$ cat config.mk
export PLATFORM = sky130hd
export DESIGN_NAME = kp_code_conv
export DESIGN_NICKNAME = d
export VERILOG_FILES = /design/src/rtl/kp_pkg.sv /design/src/rtl/kp_onehot_enc.sv /design/src/rtl/kp_code_map.sv /design/src/rtl/kp_code_conv.sv
export SDC_FILE = /design/constraint.sdc
export NUM_CORES = 1
export LEC_CHECK = 0
export BUFFER_PORTS_ARGS = -buffer_cell sky130_fd_sc_hd__buf_2
export CAP_MARGIN = 20
export CORE_AREA = 3 3 40 42
export DETAILED_ROUTE_END_ITERATION = 12
export DIE_AREA = 0 0 43 45
export GPL_TIMING_DRIVEN = 0
export SLEW_MARGIN = 30
export SYNTH_ARGS = -nofsm -noshare
export SYNTH_HDL_FRONTEND = slang
export SYNTH_HIERARCHICAL = 1
export SYNTH_SLANG_ARGS = --single-unit
export TNS_END_PERCENT = 30
$ cat constraint.sdc
create_clock -name vclk -period 3.45
set_input_delay 0 -clock vclk [all_inputs]
set_output_delay 0 -clock vclk [all_outputs]
set_load 0.01 [all_outputs]
$ cat src/rtl/kp_pkg.sv
package kp_pkg;
    localparam int KP_ROWS   = 4;
    localparam int KP_COLS   = 3;
    localparam int KP_CODE_W = 4;

    localparam logic [KP_CODE_W-1:0] CODE_ZERO = 4'b0000;
    localparam logic [KP_CODE_W-1:0] CODE_STAR = 4'b1010;
    localparam logic [KP_CODE_W-1:0] CODE_HASH = 4'b1011;
    localparam logic [KP_CODE_W-1:0] CODE_IDLE = 4'b1111;

    typedef enum logic [1:0] {
        BOT_LEFT  = 2'd0,
        BOT_MID   = 2'd1,
        BOT_RIGHT = 2'd2
    } bot_col_e;
endpackage

$ cat src/rtl/kp_onehot_enc.sv
module kp_onehot_enc #(
    parameter int WIDTH = 4,
    localparam int IDX_W = (WIDTH > 1) ? $clog2(WIDTH) : 1
) (
    input  logic [WIDTH-1:0] lines,
    output logic             single,
    output logic [IDX_W-1:0] index
);
    logic [WIDTH:0] seen_one;
    logic [WIDTH:0] seen_two;
    logic [IDX_W-1:0] idx_part [WIDTH+1];

    assign seen_one[0] = 1'b0;
    assign seen_two[0] = 1'b0;
    assign idx_part[0] = '0;

    for (genvar g = 0; g < WIDTH; g++) begin : g_scan
        assign seen_two[g+1] = seen_two[g] | (seen_one[g] & lines[g]);
        assign seen_one[g+1] = seen_one[g] | lines[g];
        assign idx_part[g+1] = lines[g] ? IDX_W'(g) : idx_part[g];
    end

    assign single = seen_one[WIDTH] & ~seen_two[WIDTH];
    assign index  = idx_part[WIDTH];


    always_comb begin
        single_count_chk: assert (single == ($countones(lines) == 1));
    end
endmodule

$ cat src/rtl/kp_code_map.sv
module kp_code_map
    import kp_pkg::*;
#(
    parameter int NUM_ROWS = KP_ROWS,
    parameter int NUM_COLS = KP_COLS,
    parameter int CODE_W   = KP_CODE_W,
    localparam int ROW_W = $clog2(NUM_ROWS),
    localparam int COL_W = $clog2(NUM_COLS)
) (
    input  logic              press_ok,
    input  logic [ROW_W-1:0]  row_idx,
    input  logic [COL_W-1:0]  col_idx,
    output logic [CODE_W-1:0] code
);
    localparam int LAST_ROW = NUM_ROWS - 1;

    always_comb begin
        code = CODE_IDLE;
        if (press_ok) begin
            if (int'(row_idx) < LAST_ROW) begin
                code = CODE_W'(int'(row_idx) * NUM_COLS + int'(col_idx) + 1);
            end else begin
                unique case (bot_col_e'(col_idx))
                    BOT_LEFT:  code = CODE_STAR;
                    BOT_MID:   code = CODE_ZERO;
                    BOT_RIGHT: code = CODE_HASH;
                    default:   code = CODE_IDLE;
                endcase
            end
        end
    end


    always_comb begin
        code_range_chk: assert (!(code inside {4'b1100, 4'b1101, 4'b1110}));
    end
endmodule

$ cat src/rtl/kp_code_conv.sv
module kp_code_conv
    import kp_pkg::*;
#(
    parameter int NUM_ROWS = KP_ROWS,
    parameter int NUM_COLS = KP_COLS,
    parameter int CODE_W   = KP_CODE_W,
    localparam int ROW_W = $clog2(NUM_ROWS),
    localparam int COL_W = $clog2(NUM_COLS)
) (
    input  logic [NUM_ROWS-1:0] row_lines,
    input  logic [NUM_COLS-1:0] col_lines,
    output logic [CODE_W-1:0]   key_code,
    output logic                key_valid
);
    logic             row_single;
    logic             col_single;
    logic [ROW_W-1:0] row_idx;
    logic [COL_W-1:0] col_idx;

    kp_onehot_enc #(.WIDTH(NUM_ROWS)) u_row_enc (
        .lines  (row_lines),
        .single (row_single),
        .index  (row_idx)
    );

    kp_onehot_enc #(.WIDTH(NUM_COLS)) u_col_enc (
        .lines  (col_lines),
        .single (col_single),
        .index  (col_idx)
    );

    assign key_valid = row_single & col_single;

    kp_code_map #(
        .NUM_ROWS (NUM_ROWS),
        .NUM_COLS (NUM_COLS),
        .CODE_W   (CODE_W)
    ) u_map (
        .press_ok (key_valid),
        .row_idx  (row_idx),
        .col_idx  (col_idx),
        .code     (key_code)
    );

    always_comb begin

        idle_match_chk: assert ((key_code == CODE_IDLE) == !key_valid);

        quiet_idle_chk: assert (!((row_lines == '0) && (col_lines == '0)) || (key_code == CODE_IDLE));

        multi_line_chk: assert (!(($countones(row_lines) > 1) || ($countones(col_lines) > 1)) || !key_valid);
    end
endmodule

### After elaboration in Yosys (flattened, before gate mapping)

Index checks and enable logic that the tools add are counted.

| word-level totals | value |
|---|---|
| input bits | 7 |
| register bits | 0 |
| output and inout bits | 5 |

| cells by class | value |
|---|---|
| multipliers | 1 |
| reductions and logical operators | 1 |
| equal/unequal tests | 2 |
| mux-type cells | 8 |
| $lt $le $gt $ge | 1 |
| bitwise gates (word level) | 18 |
| $add $sub $neg | 2 |

Operators with widths:

| operator | count |
|---|---|
| one-hot mux 4 bit (3 select lines) | 1 |
| bitwise AND 1 bit | 8 |
| two-way mux 4 bit | 2 |
| OR 1 bit | 8 |
| two-way mux 2 bit | 3 |
| adder 4 x 2 -> 4 bit, second input constant | 1 |
| adder 4 x 3 -> 4 bit | 1 |
| multiplier 2 x 2 -> 4 bit, second input constant | 1 |
| equality test 2 x 1 -> 1 bit, second input constant | 1 |
| equality test 2 bit, second input constant | 1 |
| logical NOT 2 bit | 1 |
| less-than comparator 2 bit, second input constant | 1 |
| two-way mux 1 bit | 2 |
| NOT 1 bit | 2 |

### Depth between registers and ports, before layout

Gate-level depths: netlist of run 1.

| logic depth | value |
|---|---|
| word-level depth | 8 |
| mapped depth | 6 |
| gate-level depth less buffers | 6 |

### By module

The synthesis of run 1 kept the hierarchy.

By module, submodules not included:

| module | area an instance (sq um) | sequential area each (sq um) | times used | cells an instance |
|---|---|---|---|---|
| kp_code_map | 195.2 | 0.0 | 1 | 21 |
| kp_onehot_enc at u_row_enc | 57.6 | 0.0 | 1 | 8 |
| kp_onehot_enc at u_col_enc | 37.5 | 0.0 | 1 | 5 |
| kp_code_conv | 6.3 | 0.0 | 1 | 1 |

### Least setup slack after synthesis of run 1

Ideal clock, no wire load.

| timing path | value |
|---|---|
| path type | in2out |
| start | in row_lines[2] |
| end | out key_code[2] |
| stages on the path | 5 |
| buffers on the path | 0 |
| slack | 1.838 ns |
| arrival time | 1.612 ns |
| path through | or2_2 > fa_1 > fa_1 > xnor2_1 > o211ai_1 |

| between the ends | value |
|---|---|
| longest elaborated chain between the ends | 7 |

RTL lines:

| item | line | text |
|---|---|---|
| start, declared | kp_code_conv.sv:10 | `input logic [NUM_ROWS-1:0] row_lines,` |
| two-way mux 2 bit, or another cell as far along (2 in series) | kp_onehot_enc.sv:20 | `assign idx_part[g+1] = lines[g] ? IDX_W'(g) : idx_part[g];` |
| multiplier 2 x 2 -> 4 bit / OR 1 bit (equally long branches) | kp_code_map.sv:21, kp_onehot_enc.sv:18 |  |
| adder 4 x 3 -> 4 bit / NOT 1 bit (equally long branches) | kp_code_map.sv:21, kp_onehot_enc.sv:23 |  |
| adder 4 x 2 -> 4 bit / bitwise AND 1 bit (equally long branches) | kp_code_map.sv:21, kp_onehot_enc.sv:23 |  |
| two-way mux 4 bit / bitwise AND 1 bit (equally long branches) | kp_code_map.sv:20, kp_code_conv.sv:32 |  |
| two-way mux 4 bit (*) | kp_code_map.sv:19 | `if (press_ok) begin` |
| end, declared | kp_code_conv.sv:12 | `output logic [CODE_W-1:0] key_code,` |

Mark *: on every way between the ends. The rest lies on a longest branch, timed or not.

### Worst setup path after layout of run 1

| timing path | value |
|---|---|
| start | in row_lines[2] |
| end | out key_code[2] |

| between the ends | value |
|---|---|
| longest elaborated chain between the ends | 7 |

RTL lines:

| item | line | text |
|---|---|---|
| two-way mux 2 bit (*) (2 in series) | kp_onehot_enc.sv:20 |  |
| via row_idx[1] | kp_code_conv.sv:17 | `logic [ROW_W-1:0] row_idx;` |
| multiplier 2 x 2 -> 4 bit | kp_code_map.sv:21 | `code = CODE_W'(int'(row_idx) * NUM_COLS + int'(col_idx) + 1);` |
| adder 4 x 3 -> 4 bit | kp_code_map.sv:21 |  |
| adder 4 x 2 -> 4 bit | kp_code_map.sv:21 |  |
| two-way mux 4 bit (*) | kp_code_map.sv:20 | `if (int'(row_idx) < LAST_ROW) begin` |
| two-way mux 4 bit (*) | kp_code_map.sv:19 |  |

The timed path passes the listed nets; every way through them passes the cells marked *.

==> results of run 1 <==
## power breakdown
group | switching (mW) | total (mW) | internal (mW)
registers | 0 | 0 | 0
clock network | 0 | 0 | 0
logic | 0.0257 | 0.0511 | 0.0253
total | 0.0257 | 0.0511 | 0.0253
## how the worst max path moves through the flow
stage / end / slack, ns / cells after the start
after floorplan: key_code[2] / 1.84 / 5
after global placement: key_code[2] / 1.61 / 7
after detailed placement: key_code[2] / 1.59 / 7
after CTS: key_code[2] / 1.59 / 7
after global routing: key_code[2] / 1.54 / 7
final: key_code[2] / 1.61 / 7
## synthesized netlist by cell type
cell | n | area share [%]
ha_1 | 4 | 17
nor2_1 | 3 | 3.8
nor4b_1 | 3 | 8.9
fa_1 | 2 | 14
inv_1 | 2 | 2.5
xor2_1 | 2 | 5.9
a211o_1 | 1 | 3.0
a21o_2 | 1 | 3.0
a21oi_1 | 1 | 1.7
a311oi_1 | 1 | 3.0
and2_1 | 1 | 2.1
and2b_2 | 1 | 3.0
and3b_2 | 1 | 3.4
and4b_1 | 1 | 3.4
buf_4 | 1 | 2.5
buf_6 | 1 | 3.8
mux2i_1 | 1 | 3.4
nand2_1 | 1 | 1.3
nand3_1 | 1 | 1.7
o211ai_1 | 1 | 2.5
o21a_1 | 1 | 2.5
o21ai_0 | 1 | 1.7
o21ai_1 | 1 | 1.7
or2_2 | 1 | 2.1
xnor2_1 | 1 | 3.0
## metrics by stage
stage               setup slack (ns)  hold WS (ns)  total power, mW  cells  util, %
finish                         1.615        0.4990          0.05105     62    29.21
global route                   1.539        0.5500          0.05919     62    29.21
CTS                            1.593        0.5028          0.05158     62    29.21
detailed placement             1.593        0.4986          0.05152     62    29.21
global placement               1.613        0.5044          0.05054     62    29.21
floorplan                      1.838        0.2586          0.03651     35        -
## kinds of logic (layout without fill, tap and decap cells)
kind of cell / count (synthesis) / count (layout) / share of synthesized area (%)
mux: 1 / 1 / 3.376
fa+ha+maj: 6 / 6 / 30.38
buf+inv: 4 / 16 / 8.862
compound gates: 8 / 8 / 18.99
simple gates: 13 / 13 / 29.54
xor+xnor: 3 / 3 / 8.862
## critical path, cell delays in order
cell and delay, ns:
buf_2 0.12, or2_2 0.34, fa_1 0.51, fa_1 0.43
xnor2_1 0.13, o211ai_1 0.15, buf_2 0.15
## metal layers
metal  vias up  track usage (%)  routed length (um)
met5         -                0                   0
met3         0                0                  49
met1       125            10.60                 305
li1        151                -                   -
met2        12            11.98                 223
met4         0                0                   0
## layout make-up
| cell class | instances | area, um^2 |
|---|---|---|
| fillers | 142 | 909.6 |
| multi-input cells | 31 | 270.3 |
| repair buffers | 12 | 60.06 |
| plain buffers | 2 | 18.77 |
| well taps | 15 | 18.77 |
| inverters | 2 | 7.507 |
==> flow_summary_export.csv, run 1 <==
group,metric,value,unit
outcome,run_status,"finished clean",
timing,tightest_slew,0.2861,ns
grt,antenna_found_initial,0,
timing,final_max_slew_viol_count,0,
run,maxCapViolations,0,
grt,grt.total_usage,6.994,%
hold_path,hp-start,"col_lines[2]",
floorplanning,core_area,0.001285,mm^2
setup_path,crit_required,3.45,ns
setup_path,critical_path_class,"in -> out",
synth,syn_area,296.5,um^2
timing,min_period,1.835,ns
cells_and_area,layout_commonest_cell,"buf_2",
detailed_routing,firstDrtPassIters,4,
grt,grt_max_degree,9,
synth,synth_cells,35,
synth,synth_nets,48,
timing,fin_setup_tns,0,ns
timing,fmaxAchievable,545.0,MHz
hold_path,hold_class,"in -> out",
cells_and_area,drive_gt1_share,38.30,%
synth,ys_warn_count,6,
pwr,powerDensity,136.0,mW/mm^2
synth,yosysSeqAreaShare,0,%
clocking,cts_setup_buffers,0,
clocking,cts_resized,0,
grt,grt_pass1_wl,1131,um
hold_path,hold_depth,5,
placed_design,dpl.hpwl,489,um
placed_design,gp_congestion,0.6536,
hold_path,holdPathEnd,"key_code[0]",
timing,period_share,53.19,%
setup_path,crit_path_start,"row_lines[2]",
cells_and_area,finalNetCount,62,
cells_and_area,final_cell_mix,"buf_2, ha_1, nor2_1, nor4b_1",
floorplanning,die_area,0.001935,mm^2
cells_and_area,design.seq.count,0,
detailed_routing,drt-initial-drc-count,1,
floorplanning,die_h,45,um
floorplanning,initial_core_util,23.08,%
setup_path,path_max_fanout,5,
cells_and_area,fin_area,375.4,um^2
synth,synth_cell_type_count,25,
detailed_routing,drc,0,
clocking,ctsHoldBuffers,0,
timing,rsz0062_at_grt,"no",
cells_and_area,diodes,0,
grt,grt_overflow,0,
detailed_routing,ant_nets,0,
detailed_routing,wl_per_cell,9.306,um
cells_and_area,register_area,0,um^2
detailed_routing,routed_wl,577,um
timing,final-hold-violation-count,0,
timing,max_slew_margin,80.66,%
setup_path,crit_path_start_kind,"input pin",
timing,setup_viol,0,
floorplanning,pin_count,12,
pwr,leakagePower,0.1742,nW
floorplanning,rows,13,
grt,grt_pass1_vias,289,
cells_and_area,clkbuf_count,0,
detailed_routing,routed-via-count,288,
setup_path,end_kind,"output pin",
placed_design,placed_area,375.4,um^2
placed_design,io_buffers,12,
pwr,peakVddDrop,0.00004694,V
detailed_routing,routed_via_density,4.645,
setup_path,critPathArrivalTime,1.84,ns
synth,syn_area_per_cell,8.472,um^2
cells_and_area,area_growth,26.58,%
floorplanning,die_w,43,um
Note: power is estimated with default switching activity, not from simulation.
==> run 2, diff against run 1 <==
- clock period: 3.45 -> 1.9 ns (I/O delays scaled with it)
==> run 2 against run 1 <==
Compared with the run above: global-route usage stayed put; die area is the same; wire length is 2.1% higher; power increased by 82%; first-iteration DRC count did not move; non-clock buffer count unchanged.
==> flow_summary_export.csv, run 2 (same netlist as run 1, synthesis figures left out) <==
group,metric,value,unit
pwr,peakVddDrop,0.00008486,V
timing,min_period,1.808,ns
grt,grt.total_usage,6.994,%
timing,fin_setup_tns,0,ns
placed_design,dpl.hpwl,489,um
cells_and_area,area_growth,26.58,%
hold_path,holdPathEnd,"key_code[0]",
grt,antenna_found_initial,0,
detailed_routing,routed_wl,589,um
detailed_routing,routed_via_density,4.742,
cells_and_area,diodes,0,
setup_path,critPathArrivalTime,1.81,ns
timing,tightest_slew,0.2985,ns
setup_path,crit_path_start_kind,"input pin",
pwr,leakagePower,0.1741,nW
timing,fmaxAchievable,552.9,MHz
timing,period_share,95.18,%
grt,grt_overflow,0,
setup_path,critical_path_class,"in -> out",
timing,final-hold-violation-count,0,
placed_design,io_buffers,12,
cells_and_area,final_cell_mix,"buf_2, ha_1, nor2_1, nor4b_1",
setup_path,end_kind,"output pin",
detailed_routing,wl_per_cell,9.500,um
timing,final_max_slew_viol_count,0,
detailed_routing,drt-initial-drc-count,1,
cells_and_area,design.seq.count,0,
setup_path,crit_required,1.90,ns
pwr,p_total,92.74,uW
detailed_routing,firstDrtPassIters,5,
grt,grt_max_degree,9,
floorplanning,pin_count,12,
outcome,run_status,"finished clean",
hold_path,hp-start,"col_lines[2]",
setup_path,crit_path_start,"row_lines[2]",
detailed_routing,ant_nets,0,
cells_and_area,register_area,0,um^2
floorplanning,die_area,0.001935,mm^2
run,maxCapViolations,0,
grt,grt_pass1_vias,289,
grt,grt_pass1_wl,1131,um
timing,setup_viol,0,
cells_and_area,layout_commonest_cell,"buf_2",
setup_path,path_max_fanout,5,
detailed_routing,drc,0,
detailed_routing,routed-via-count,294,
placed_design,gp_congestion,0.6536,
timing,max_slew_margin,79.82,%
floorplanning,rows,13,
pwr,powerDensity,247.1,mW/mm^2
floorplanning,die_w,43,um
floorplanning,initial_core_util,23.08,%
hold_path,hold_depth,5,
floorplanning,core_area,0.001285,mm^2
hold_path,hold_class,"in -> out",
cells_and_area,drive_gt1_share,38.30,%
cells_and_area,finalNetCount,62,
cells_and_area,clkbuf_count,0,
timing,rsz0062_at_grt,"no",
floorplanning,die_h,45,um
-- run 2: cell counts in the layout (fill, tap and decap cells not counted) --
No cell type changed its count.
-- run 2: per-layer routing --
layer	GRT usage [%]	vias up	part of all wire, %
li1	-	152	-
met1	10.60	129	51
met2	11.98	13	41
met3	0	0	7.5
met4	0	0	0
met5	0	-	0
-- run 2: per-stage QoR --
stage          util, %  std cells  hold WS [ns]  instance area, um^2  worst slack [ns]
6_report         29.21         62        0.5027                375.4           0.09151
5_1_grt          29.21         62        0.5542                375.4           0.01307
3_3_place_gp     29.21         62        0.5044                375.4           0.06294
3_5_place_dp     29.21         62        0.4986                375.4           0.04264
4_1_cts          29.21         62        0.5028                375.4           0.04347
2_1_floorplan        -         35        0.2586                296.5            0.2879
-- run 2: critical path, stage by stage --
cell	delay, ns
buf_2	0.12
or2_2	0.33
fa_1	0.49
fa_1	0.42
xnor2_1	0.13
o211ai_1	0.15
buf_2	0.15
-- run 2: worst max path at each step --
| stage | to | slack [ns] | cells after the start |
|---|---|---|---|
| after floorplan | key_code[2] | 0.29 | 5 |
| after global placement | key_code[2] | 0.06 | 7 |
| after detailed placement | key_code[2] | 0.04 | 7 |
| after CTS | key_code[2] | 0.04 | 7 |
| after global routing | key_code[2] | 0.01 | 7 |
| final | key_code[2] | 0.09 | 7 |
-- run 2: final cells by class --
type               instances  area (um^2)
well taps                 15        18.77
fillers                  142        909.6
multi-input cells         31        270.3
plain buffers              2        18.77
repair buffers            12        60.06
inverters                  2        7.507
-- run 2: where the power goes --
part           total (mW)  leakage [nW]  internal (mW)  switching (mW)
clock                   0             0              0               0
sequential              0             0              0               0
combinational      0.0927         0.174         0.0459          0.0468
total              0.0927         0.174         0.0459          0.0468
-- run 2: repair_timing --
item | in CTS | in global routing
setup endpoints to repair | 0 | 1
resized for setup | 0 | 0
setup buffers | 0 | 0
hold buffers | 0 | 0
==> run 3, diff against run 2 <==
- CORE_AREA: 3 3 40 42 -> 2 2 39 41
- DIE_AREA: 0 0 43 45 -> 0 0 41 43
- REMOVE_ABC_BUFFERS: unset -> 1
==> run 3 against run 2 <==
Compared with the run above: power fell by 0.13%; cell count decreased by 1.6%; combinational power barely moved; wire length is 15% lower; critical path depth unchanged; utilization is 2.8 points lower; cell area shrank 2.7%; flip-flop and latch count did not move.
==> flow_summary_export.csv, run 3 (same netlist as run 1, synthesis figures left out) <==
group,metric,value,unit
setup_path,crit_path_start_kind,"input pin",
setup_path,end_kind,"output pin",
cells_and_area,design.seq.count,0,
pwr,peakVddDrop,0.00009139,V
detailed_routing,top_layer,"met3",
detailed_routing,drc,0,
outcome,run_status,"finished clean",
run,maxCapViolations,0,
floorplanning,initial_core_util,21.43,%
hold_path,hold_class,"in -> out",
clocking,cts_resized,0,
detailed_routing,wl_met3,38,um
clocking,ctsHoldBuffers,0,
setup_path,crit_path_start,"row_lines[2]",
timing,fin_setup_tns,0,ns
placed_design,dpl.hpwl,429,um
placed_design,io_buffers,12,
floorplanning,die_h,43,um
timing,final-hold-violation-count,0,
cells_and_area,register_area,0,um^2
grt,grt_pass1_wl,834,um
timing,final_max_slew_viol_count,0,
detailed_routing,wl_met2,193,um
timing,tightest_slew,0.2780,ns
cells_and_area,final_cell_mix,"buf_2, ha_1, nor4b_1",
timing,min_period,1.803,ns
timing,max_slew_margin,81.21,%
floorplanning,die_area,0.001763,mm^2
timing,fmaxAchievable,554.8,MHz
detailed_routing,routed_via_density,4.475,
timing,setup_viol,0,
floorplanning,pin_count,12,
grt,grt.total_usage,6.219,%
detailed_routing,routed-via-count,273,
setup_path,critPathArrivalTime,1.80,ns
detailed_routing,drt-initial-drc-count,9,
detailed_routing,wl_per_cell,8.246,um
grt,grt_max_degree,9,
setup_path,crit_end,"key_code[1]",
setup_path,path_max_fanout,5,
floorplanning,core_area,0.001384,mm^2
setup_path,critPathMaxStageDelay,0.61,ns
clocking,cts_setup_buffers,0,
cells_and_area,drive_gt1_share,42.22,%
setup_path,path_buf_inv,2,
grt,antenna_found_initial,0,
cells_and_area,area_growth,23.21,%
timing,period_share,94.87,%
cells_and_area,diodes,0,
detailed_routing,wl_met1,272,um
grt,grt_pass1_vias,218,
timing,rsz0062_at_grt,"no",
pwr,powerDensity,253.5,mW/mm^2
detailed_routing,firstDrtPassIters,3,
cells_and_area,layout_commonest_cell,"buf_2",
placed_design,gp_congestion,0.7463,
setup_path,crit_family,"adder cells",
cells_and_area,clkbuf_count,0,
floorplanning,die_w,41,um
pwr,leakagePower,0.1617,nW
setup_path,cp_num_cells,7,
setup_path,path_cells,"buf_2, or2_2, fa_2, fa_2, nor2_2, o21ai_1, buf_2",
cells_and_area,finalNetCount,60,
timing,whs,0.4212,ns
setup_path,slowest_stage,"fa_2",
detailed_routing,routed_wl,503,um
detailed_routing,ant_nets,0,
floorplanning,rows,14,
setup_path,critical_path_class,"in -> out",
grt,grt_overflow,0,
setup_path,crit_required,1.90,ns
[run 3: changes by cell type in the layout (fill, tap and decap cells not counted)]
cell    previous run  this run
buf_4              1         0
fa_1               2         0
fa_2               0         2
nor2_2             0         1
nor2_1             3         2
buf_6              1         0
[run 3: through the flow]
step                total power, mW  util [%]  instances  instance area, um^2  setup WS [ns]
finish                      0.09262     26.40         61                365.4        0.09744
global route                 0.1060     26.40         61                365.4       0.009980
CTS                         0.08754     25.86         61                357.8        0.05166
detailed placement          0.08694     25.86         61                357.8        0.05487
global placement            0.08579     25.86         61                357.8        0.06499
floorplan                   0.06072         -         33                277.8         0.2879
[run 3: worst min path at each step]
stage / from / to / slack, ns / cells past startpoint
final: col_lines[2] / key_code[0] / 0.42 / 4
after global routing: col_lines[2] / key_code[0] / 0.47 / 4
after CTS: col_lines[2] / key_code[0] / 0.43 / 4
after detailed placement: col_lines[2] / key_code[0] / 0.42 / 4
after global placement: col_lines[2] / key_code[0] / 0.43 / 4
after floorplan: col_lines[2] / key_code[0] / 0.14 / 2
[run 3: where the power goes]
part / switching, mW / internal [mW] / leakage, nW
logic: 0.0474 / 0.0452 / 0.162
clock network: 0 / 0 / 0
registers: 0 / 0 / 0
[run 3: routing by layer]
layer,vias up,GRT usage [%]
met1,114,10.58
met2,11,9.063
li1,148,-
met4,0,0
met3,0,0
met5,-,0
[run 3: final cells by class]
class / count / area, um^2
well taps: 16 / 20.02
inverters: 2 / 7.507
multi-input cells: 31 / 277.8
fillers: 148 / 1018
repair buffers: 12 / 60.06
